## src/rtl/serial_rx_pkg.sv

```systemverilog
package serial_rx_pkg;
  localparam int CHAR_W = 8;

  // control -> datapath strobes
  typedef struct packed {
    logic bitStb;   // a data bit was sampled
    logic bitVal;   // its value
    logic doneStb;  // last stop bit sampled, frame complete
    logic parBad;   // parity mismatch in this frame
    logic stopBad;  // a stop sample was 0
    logic brk;      // every sample of the frame was 0
  } rxStrobes_t;

  typedef struct packed {
    logic brk;
    logic frm;
    logic par;
    logic [CHAR_W-1:0] data;
  } rxEntry_t;

  typedef enum logic [2:0] {
    ST_IDLE, ST_START, ST_DATA, ST_PAR, ST_STOP
  } rxState_t;
endpackage

```

## src/rtl/serial_rx_ctrl.sv

```systemverilog
module serial_rx_ctrl
  import serial_rx_pkg::*;
#(
  parameter int OVS = 16
) (
  input  logic       clk,
  input  logic       rstN,
  input  logic       tick,
  input  logic       rxIn,
  input  logic [1:0] cfgWordLen,
  input  logic       cfgParEn,
  input  logic [1:0] cfgParSel,
  input  logic       cfgTwoStop,
  output rxStrobes_t stb
);
  localparam int CNT_W = $clog2(OVS);
  localparam logic [CNT_W-1:0] MID  = CNT_W'(OVS / 2 - 1);
  localparam logic [CNT_W-1:0] LAST = CNT_W'(OVS - 1);

  rxState_t         state;
  logic [CNT_W-1:0] tickCnt;
  logic [2:0]       bitIdx;
  logic             stopIdx;
  logic             parAcc;
  logic             parBadQ;
  logic             stopBadQ;
  logic             allZero;
  logic             armed;

  logic       sampleNow;
  logic [2:0] lastIdx;
  logic       expPar;
  logic       brkNow;

  assign sampleNow = tick && (tickCnt == LAST);
  assign lastIdx   = 3'd4 + {1'b0, cfgWordLen};
  assign brkNow    = allZero & ~rxIn;

  always_comb begin
    case (cfgParSel)
      2'b00:   expPar = ~parAcc;
      2'b01:   expPar = parAcc;
      2'b10:   expPar = 1'b1;
      default: expPar = 1'b0;
    endcase
  end

  always_comb begin
    stb.bitStb  = (state == ST_DATA) && sampleNow;
    stb.bitVal  = rxIn;
    stb.doneStb = (state == ST_STOP) && sampleNow && (stopIdx == cfgTwoStop);
    stb.stopBad = stopBadQ | ~rxIn;
    stb.brk     = brkNow;
    stb.parBad  = parBadQ & ~brkNow;
  end

  always_ff @(posedge clk or negedge rstN) begin
    if (!rstN) begin
      state    <= ST_IDLE;
      tickCnt  <= '0;
      bitIdx   <= '0;
      stopIdx  <= 1'b0;
      parAcc   <= 1'b0;
      parBadQ  <= 1'b0;
      stopBadQ <= 1'b0;
      allZero  <= 1'b1;
      armed    <= 1'b0;
    end else begin
      case (state)
        ST_IDLE: begin
          if (rxIn) begin
            armed <= 1'b1;
          end else if (armed) begin
            state   <= ST_START;
            tickCnt <= '0;
            armed   <= 1'b0;
          end
        end
        ST_START: begin
          if (tick) begin
            if (tickCnt == MID) begin
              tickCnt <= '0;
              if (!rxIn) begin
                state    <= ST_DATA;
                bitIdx   <= '0;
                stopIdx  <= 1'b0;
                parAcc   <= 1'b0;
                parBadQ  <= 1'b0;
                stopBadQ <= 1'b0;
                allZero  <= 1'b1;
              end else begin
                state <= ST_IDLE;
              end
            end else begin
              tickCnt <= tickCnt + 1'b1;
            end
          end
        end
        ST_DATA: begin
          if (tick) begin
            tickCnt <= sampleNow ? '0 : tickCnt + 1'b1;
            if (sampleNow) begin
              parAcc  <= parAcc ^ rxIn;
              allZero <= allZero & ~rxIn;
              if (bitIdx == lastIdx) state <= cfgParEn ? ST_PAR : ST_STOP;
              else                   bitIdx <= bitIdx + 1'b1;
            end
          end
        end
        ST_PAR: begin
          if (tick) begin
            tickCnt <= sampleNow ? '0 : tickCnt + 1'b1;
            if (sampleNow) begin
              parBadQ <= (rxIn != expPar);
              allZero <= allZero & ~rxIn;
              state   <= ST_STOP;
            end
          end
        end
        ST_STOP: begin
          if (tick) begin
            tickCnt <= sampleNow ? '0 : tickCnt + 1'b1;
            if (sampleNow) begin
              stopBadQ <= stopBadQ | ~rxIn;
              allZero  <= allZero & ~rxIn;
              if (stopIdx == cfgTwoStop) begin
                state <= ST_IDLE;
                armed <= 1'b0;
              end else begin
                stopIdx <= 1'b1;
              end
            end
          end
        end
        default: state <= ST_IDLE;
      endcase
    end
  end
endmodule

```

## src/rtl/serial_rx_dpath.sv

```systemverilog
module serial_rx_dpath
  import serial_rx_pkg::*;
#(
  parameter int DEPTH = 16,
  parameter int PTR_W = $clog2(DEPTH),
  parameter int LVL_W = $clog2(DEPTH + 1)
) (
  input  logic              clk,
  input  logic              rstN,
  input  rxStrobes_t        stb,
  input  logic [1:0]        cfgWordLen,
  input  logic [1:0]        cfgTrig,
  input  logic              fifoClr,
  input  logic              popReq,
  input  logic              lsrRead,
  output logic [CHAR_W-1:0] rxData,
  output logic [2:0]        headTags,
  output logic [LVL_W-1:0]  rxLevel,
  output logic              dataReady,
  output logic              irqReq,
  output logic              overrunErr,
  output logic              parityErr,
  output logic              framingErr,
  output logic              breakInd,
  output logic              fifoErrAny
);
  localparam logic [PTR_W-1:0] PTR_LAST = PTR_W'(DEPTH - 1);
  localparam logic [LVL_W-1:0] LVL_FULL = LVL_W'(DEPTH);

  logic [CHAR_W-1:0] shReg;
  rxEntry_t          mem [DEPTH];
  logic [PTR_W-1:0]  wrPtr, rdPtr;
  logic [LVL_W-1:0]  count, errCnt, trigVal;
  rxEntry_t          newEntry, headEntry;
  logic              isFull, doPush, doPop, newHasErr, headHasErr;

  assign newEntry.brk  = stb.brk;
  assign newEntry.frm  = stb.stopBad;
  assign newEntry.par  = stb.parBad;
  assign newEntry.data = shReg >> (2'd3 - cfgWordLen);

  assign isFull     = (count == LVL_FULL);
  assign doPush     = stb.doneStb && !isFull && !fifoClr;
  assign doPop      = popReq && (count != '0) && !fifoClr;
  assign headEntry  = mem[rdPtr];
  assign newHasErr  = newEntry.brk | newEntry.frm | newEntry.par;
  assign headHasErr = headEntry.brk | headEntry.frm | headEntry.par;

  always_ff @(posedge clk or negedge rstN) begin
    if (!rstN) shReg <= '0;
    else if (stb.bitStb) shReg <= {stb.bitVal, shReg[CHAR_W-1:1]};
  end

  always_ff @(posedge clk) begin
    if (doPush) mem[wrPtr] <= newEntry;
  end

  always_ff @(posedge clk or negedge rstN) begin
    if (!rstN) begin
      wrPtr  <= '0;
      rdPtr  <= '0;
      count  <= '0;
      errCnt <= '0;
    end else if (fifoClr) begin
      wrPtr  <= '0;
      rdPtr  <= '0;
      count  <= '0;
      errCnt <= '0;
    end else begin
      if (doPush) wrPtr <= (wrPtr == PTR_LAST) ? '0 : wrPtr + 1'b1;
      if (doPop)  rdPtr <= (rdPtr == PTR_LAST) ? '0 : rdPtr + 1'b1;
      count  <= count + LVL_W'(doPush) - LVL_W'(doPop);
      errCnt <= errCnt + LVL_W'(doPush && newHasErr) - LVL_W'(doPop && headHasErr);
    end
  end

  // sticky line-status flags: read clears, a same-cycle event wins
  always_ff @(posedge clk or negedge rstN) begin
    if (!rstN) begin
      overrunErr <= 1'b0;
      parityErr  <= 1'b0;
      framingErr <= 1'b0;
      breakInd   <= 1'b0;
    end else begin
      overrunErr <= (overrunErr & ~lsrRead) | (stb.doneStb & isFull);
      parityErr  <= (parityErr  & ~lsrRead) | (doPush & newEntry.par);
      framingErr <= (framingErr & ~lsrRead) | (doPush & newEntry.frm);
      breakInd   <= (breakInd   & ~lsrRead) | (doPush & newEntry.brk);
    end
  end

  always_comb begin
    case (cfgTrig)
      2'b00:   trigVal = LVL_W'(1);
      2'b01:   trigVal = LVL_W'(4);
      2'b10:   trigVal = LVL_W'(8);
      default: trigVal = LVL_W'(14);
    endcase
  end

  assign rxLevel    = count;
  assign dataReady  = (count != '0);
  assign irqReq     = (count >= trigVal);
  assign fifoErrAny = (errCnt != '0);
  assign rxData     = dataReady ? headEntry.data : '0;
  assign headTags   = dataReady ? {headEntry.brk, headEntry.frm, headEntry.par} : 3'b000;
endmodule

```

## src/rtl/serial_rx_top.sv

```systemverilog
module serial_rx_top
  import serial_rx_pkg::*;
#(
  parameter int DEPTH = 16,
  parameter int OVS   = 16,
  parameter int LVL_W = $clog2(DEPTH + 1)
) (
  input  logic              clk,
  input  logic              rstN,
  input  logic              tick16,
  input  logic              rxd,
  input  logic [1:0]        cfgWordLen,
  input  logic              cfgParEn,
  input  logic [1:0]        cfgParSel,
  input  logic              cfgTwoStop,
  input  logic [1:0]        cfgTrig,
  input  logic              fifoClr,
  input  logic              popReq,
  input  logic              lsrRead,
  output logic [CHAR_W-1:0] rxData,
  output logic [2:0]        headTags,
  output logic [LVL_W-1:0]  rxLevel,
  output logic              dataReady,
  output logic              irqReq,
  output logic              overrunErr,
  output logic              parityErr,
  output logic              framingErr,
  output logic              breakInd,
  output logic              fifoErrAny
);
  logic       rxMeta, rxSync;
  rxStrobes_t stb;

  always_ff @(posedge clk or negedge rstN) begin
    if (!rstN) begin
      rxMeta <= 1'b1;
      rxSync <= 1'b1;
    end else begin
      rxMeta <= rxd;
      rxSync <= rxMeta;
    end
  end

  serial_rx_ctrl #(.OVS(OVS)) u_ctrl (
    .clk(clk), .rstN(rstN), .tick(tick16), .rxIn(rxSync),
    .cfgWordLen(cfgWordLen), .cfgParEn(cfgParEn), .cfgParSel(cfgParSel),
    .cfgTwoStop(cfgTwoStop), .stb(stb)
  );

  serial_rx_dpath #(.DEPTH(DEPTH), .LVL_W(LVL_W)) u_dpath (
    .clk(clk), .rstN(rstN), .stb(stb), .cfgWordLen(cfgWordLen),
    .cfgTrig(cfgTrig), .fifoClr(fifoClr), .popReq(popReq), .lsrRead(lsrRead),
    .rxData(rxData), .headTags(headTags), .rxLevel(rxLevel),
    .dataReady(dataReady), .irqReq(irqReq), .overrunErr(overrunErr),
    .parityErr(parityErr), .framingErr(framingErr), .breakInd(breakInd),
    .fifoErrAny(fifoErrAny)
  );
endmodule

```

## config.mk

```make
export PLATFORM = sky130hd
export DESIGN_NAME = serial_rx_top
export DESIGN_NICKNAME = d
export VERILOG_FILES = /design/src/rtl/serial_rx_pkg.sv /design/src/rtl/serial_rx_ctrl.sv /design/src/rtl/serial_rx_dpath.sv /design/src/rtl/serial_rx_top.sv
export SDC_FILE = /design/constraint.sdc
export NUM_CORES = 1
export LEC_CHECK = 0
export ABC_AREA = 1
export BUFFER_PORTS_ARGS = -buffer_cell sky130_fd_sc_hd__buf_4
export CAP_MARGIN = 15
export CELL_PAD_IN_SITES_DETAIL_PLACEMENT = 1
export CELL_PAD_IN_SITES_GLOBAL_PLACEMENT = 1
export CORE_MARGIN = 4
export CORE_UTILIZATION = 53
export CTS_CLUSTER_DIAMETER = 50
export DETAILED_ROUTE_END_ITERATION = 8
export PLACE_DENSITY_LB_ADDON = 0.1
export SETUP_SLACK_MARGIN = 0.2
export SKIP_CTS_REPAIR_TIMING = 1
export SLEW_MARGIN = 20
export SYNTH_ARGS = -nofsm -noshare
export SYNTH_HDL_FRONTEND = slang
export SYNTH_HIERARCHICAL = 1
export SYNTH_SLANG_ARGS = --single-unit
```

## constraint.sdc

```tcl
create_clock -name clk -period 6.5 [get_ports clk]
set_input_delay 0.65 -clock clk [delete_from_list [all_inputs] [get_ports clk]]
set_output_delay 0.65 -clock clk [all_outputs]
set_load 0.05 [all_outputs]
```

==> reports/results.ini <==
[status]
outcome = finished, final reports clean

[pwr]
internal_power_uw = 2920
p_seq_share_pct = 36.5
p_switching_uw = 1720
combPwrFrac_pct = 32.3
power.density_nw_per_um2 = 397
sw_frac_of_total_pct = 37.1
clockPowerShare_pct = 31.2
leakage_uw = 0.00469
peakVddDrop_mv = 0.315

[setup_path]
cp.arrival_ns = 4.28
cp_max_fo = 11
critPathKind = reg2reg
required_ns = 6.90
r2r-end = u_dpath/errCnt[4]
startpoint_type = flop
reg2reg_depth = 19
r2r-start = u_ctrl/tickCnt[0]
ff2ff_setup_slack_ns = 2.62
critPathCaptureType = flop

[timing]
final_hold_viol_count = 0
timing.final.crit_share_pct = 59.6
worst_pin_slew_ns = 1.06
fin_skew_ns = 0.0142
tns_ns = 0
fmax_mhz = 258
report.final.slew_viol_count = 0
finalCriticalPeriod_ns = 3.88
maxSlewHeadroom_pct = 29.0
setup_viol = 0
rsz0062_at_grt = no

[layout]
multi_input_area_um2 = 3300
diodes = 0
syn2layout_area_growth_pct = 14.3
seq_area_um2 = 6490
nets = 1065
drive_above_1_share_pct = 14.3
fillCellCount = 2001
finalInstanceArea_um2 = 11700

[logic_synthesis]
synth_top_cell_by_area = edfxtp_1
synth_most_common_cell = nand2_1
yosysUniqueCellTypes = 42
avgSynthCellArea_um2 = 10.5
synth_top_cell_area_share_pct = 51.7
synth_common_cells = 242 x nand2_1, 176 x edfxtp_1, 102 x nor2_1
synth_edf_count = 176
synthCells = 977
seq_area_frac_synth_pct = 63.5
synth_area_leaders = edfxtp_1 52%, dfrtp_1 11%, nand2_1 8.9%
yosysWarnings = 6
synth_ff_type = edfxtp_1
synthArstFlopShare_pct = 21.4
synth_area_um2 = 10200
synth_seq_cells = 224
syn-num-nets = 1017

[clock_tree]
max-clock-path-buffers = 3
numCtsBuffers = 27
htreeDepth = 1
cts_tree = done
clock_latency_ns = 0.52
cts_num_sinks = 224
cts_root_buf = clkbuf_16
clk_pin_slew_ns = 0.06

[floorplanning]
io-pin-count = 38
die_w_um = 147
num_rows = 50
die_area_um2 = 21600
fp.dieH_um = 147
start_util_pct = 54.3
core-area_um2 = 18800

[grt]
grt_antenna_before_repair = 0
grt_pass1_vias = 8111
grt_overflow = 0
grt_pass1_wl_um = 44500
grt_start_max_net_pins = 96
grtUsageTotal_pct = 26.1

[drt]
vias_per_cell = 5.68
routedWlPerCell_um = 21.3
drtAntennaViolNets = 0
dr_total_vias = 7403
wl_um = 27800
drt_pass1_iterations = 6
drc = 0
first_iter_violations = 480

[place]
place.gp.congestion = 0.804
port_buffers = 37
place_area_um2 = 10800
dp_hpwl_um = 17400

[worst_hold_path]
hp-class = in2async

[flow_run]
drv_cap = 0

-- worst max-delay path by stage --
stage / startpoint / to
after floorplan: u_dpath/rxLevel[2] / headTags[1]
after global placement: tick16 / u_dpath/errCnt[4]
after detailed placement: tick16 / u_dpath/errCnt[4]
after CTS: u_ctrl/tickCnt[1] / u_dpath/errCnt[4]
after global routing: u_ctrl/tickCnt[0] / u_dpath/errCnt[4]
final: u_ctrl/tickCnt[0] / u_dpath/errCnt[4]
-- cells by family after synthesis --
kind of cell	Yosys count	synth area share, %
AO/OA/AOI/OAI	167	8.99
XOR/XNOR	12	1.03
adder cells (fa/ha/maj)	25	3.21
buffers and inverters	117	4.82
flip-flops	224	63.5
multiplexers	12	1.19
AND/OR/NAND/NOR	420	17.3
-- routing by layer --
| layer | vias up | GRT usage [%] | wire length [µm] |
|---|---|---|---|
| met3 | 57 | 3.58 | 1410 |
| met4 | 0 | 7.88 | 760 |
| li1 | 3421 | - | - |
| met2 | 198 | 46.0 | 14200 |
| met1 | 3727 | 34.0 | 11500 |
| met5 | - | 0 | 0 |
-- worst max-delay path, stage by stage, from the launching register on --
cell	delay (ns)
dfrtp_1	0.37
ha_1	0.19
nand2_1	0.14
nor2_4	0.20
inv_2	0.12
nor3_1	0.32
nand2_1	0.13
nor2_1	0.54
o31ai_1	0.24
ha_1	0.34
inv_1	0.06
ha_1	0.16
inv_1	0.06
fa_1	0.38
inv_1	0.10
nand2_1	0.06
a21oi_1	0.12
nor2_1	0.06
xor2_1	0.12
nor2_1	0.05
-- state kept, by name (all words and copies together) (netlist names) --
signal              flops
u_dpath/mem           176
u_dpath/shReg           8
u_dpath/errCnt          5
u_dpath/rxLevel         5
u_ctrl/tickCnt          4
u_dpath/rdPtr           4
u_dpath/wrPtr           4
u_ctrl/bitIdx           3
u_ctrl/state            3
rxMeta                  1
rxSync                  1
u_ctrl/allZero          1
u_ctrl/armed            1
u_ctrl/parAcc           1
u_ctrl/parBadQ          1
u_ctrl/stopBadQ         1
u_ctrl/stopIdx          1
u_dpath/breakInd        1
u_dpath/framingErr      1
u_dpath/overrunErr      1
u_dpath/parityErr       1
-- per-stage QoR --
stage	hold slack, ns	cells	setup WS, ns	util, %	power [µW]
2_1_floorplan	0.345	977	3.17	-	2780
3_3_place_gp	0.346	1255	2.78	57.3	3150
3_5_place_dp	0.355	1255	2.57	57.4	3200
4_1_cts	0.172	1303	2.63	62.0	4670
5_1_grt	0.196	1304	2.20	62.1	4890
6_report	0.156	1304	2.62	62.1	4640
-- power groups by stage --
stage	Sequential (µW)	Combinational (µW)	Clock, µW
finish	1690	1500	1450
global route	1710	1650	1530
CTS	1690	1500	1470
detailed placement	1720	1480	0
global placement	1720	1430	0
floorplan	1740	1040	0
-- layout by cell type (no fill, tap or decap), types with 2 or more instances in the layout --
| master | synthesis | final |
|---|---|---|
| xnor2_1 | 6 | 6 |
| o21a_1 | 2 | 2 |
| mux2i_1 | 11 | 8 |
| clkbuf_1 | 13 | 4 |
| nand2_2 | 7 | 7 |
| clkinv_1 | 1 | 3 |
| inv_6 | 0 | 4 |
| or2_2 | 3 | 3 |
| inv_1 | 70 | 70 |
| a21oi_1 | 43 | 42 |
| inv_2 | 9 | 9 |
| dfstp_2 | 3 | 3 |
| a31oi_1 | 2 | 2 |
| dfrtp_1 | 45 | 44 |
| edfxtp_1 | 176 | 176 |
| inv_8 | 0 | 2 |
| o21ai_1 | 16 | 16 |
| nor2_4 | 4 | 4 |
| nor3_4 | 0 | 2 |
| clkinv_2 | 0 | 6 |
| nand3_2 | 2 | 2 |
| nor2_2 | 5 | 9 |
| nand3_1 | 40 | 40 |
| xor2_1 | 6 | 6 |
| bufinv_16 | 0 | 2 |
| ha_1 | 23 | 23 |
| a211oi_1 | 8 | 8 |
| nand2_1 | 242 | 242 |
| nand4_1 | 7 | 7 |
| fa_1 | 2 | 2 |
| clkbuf_16 | 0 | 27 |
| o22ai_1 | 19 | 19 |
| buf_4 | 7 | 55 |
| mux2i_2 | 0 | 3 |
| o21ai_0 | 72 | 72 |
| nor2_1 | 102 | 98 |
-- final cells by class --
type,instances,area share (%)
Inverter,80,2.57
Clock buffer,31,5.91
Clock inverter,17,1.39
Timing Repair Buffer,56,3.63
Multi-Input combinational cell,636,28.2
Sequential cell,224,55.5
Tap cell,260,2.78
Power figures use the tool's default switching activity.
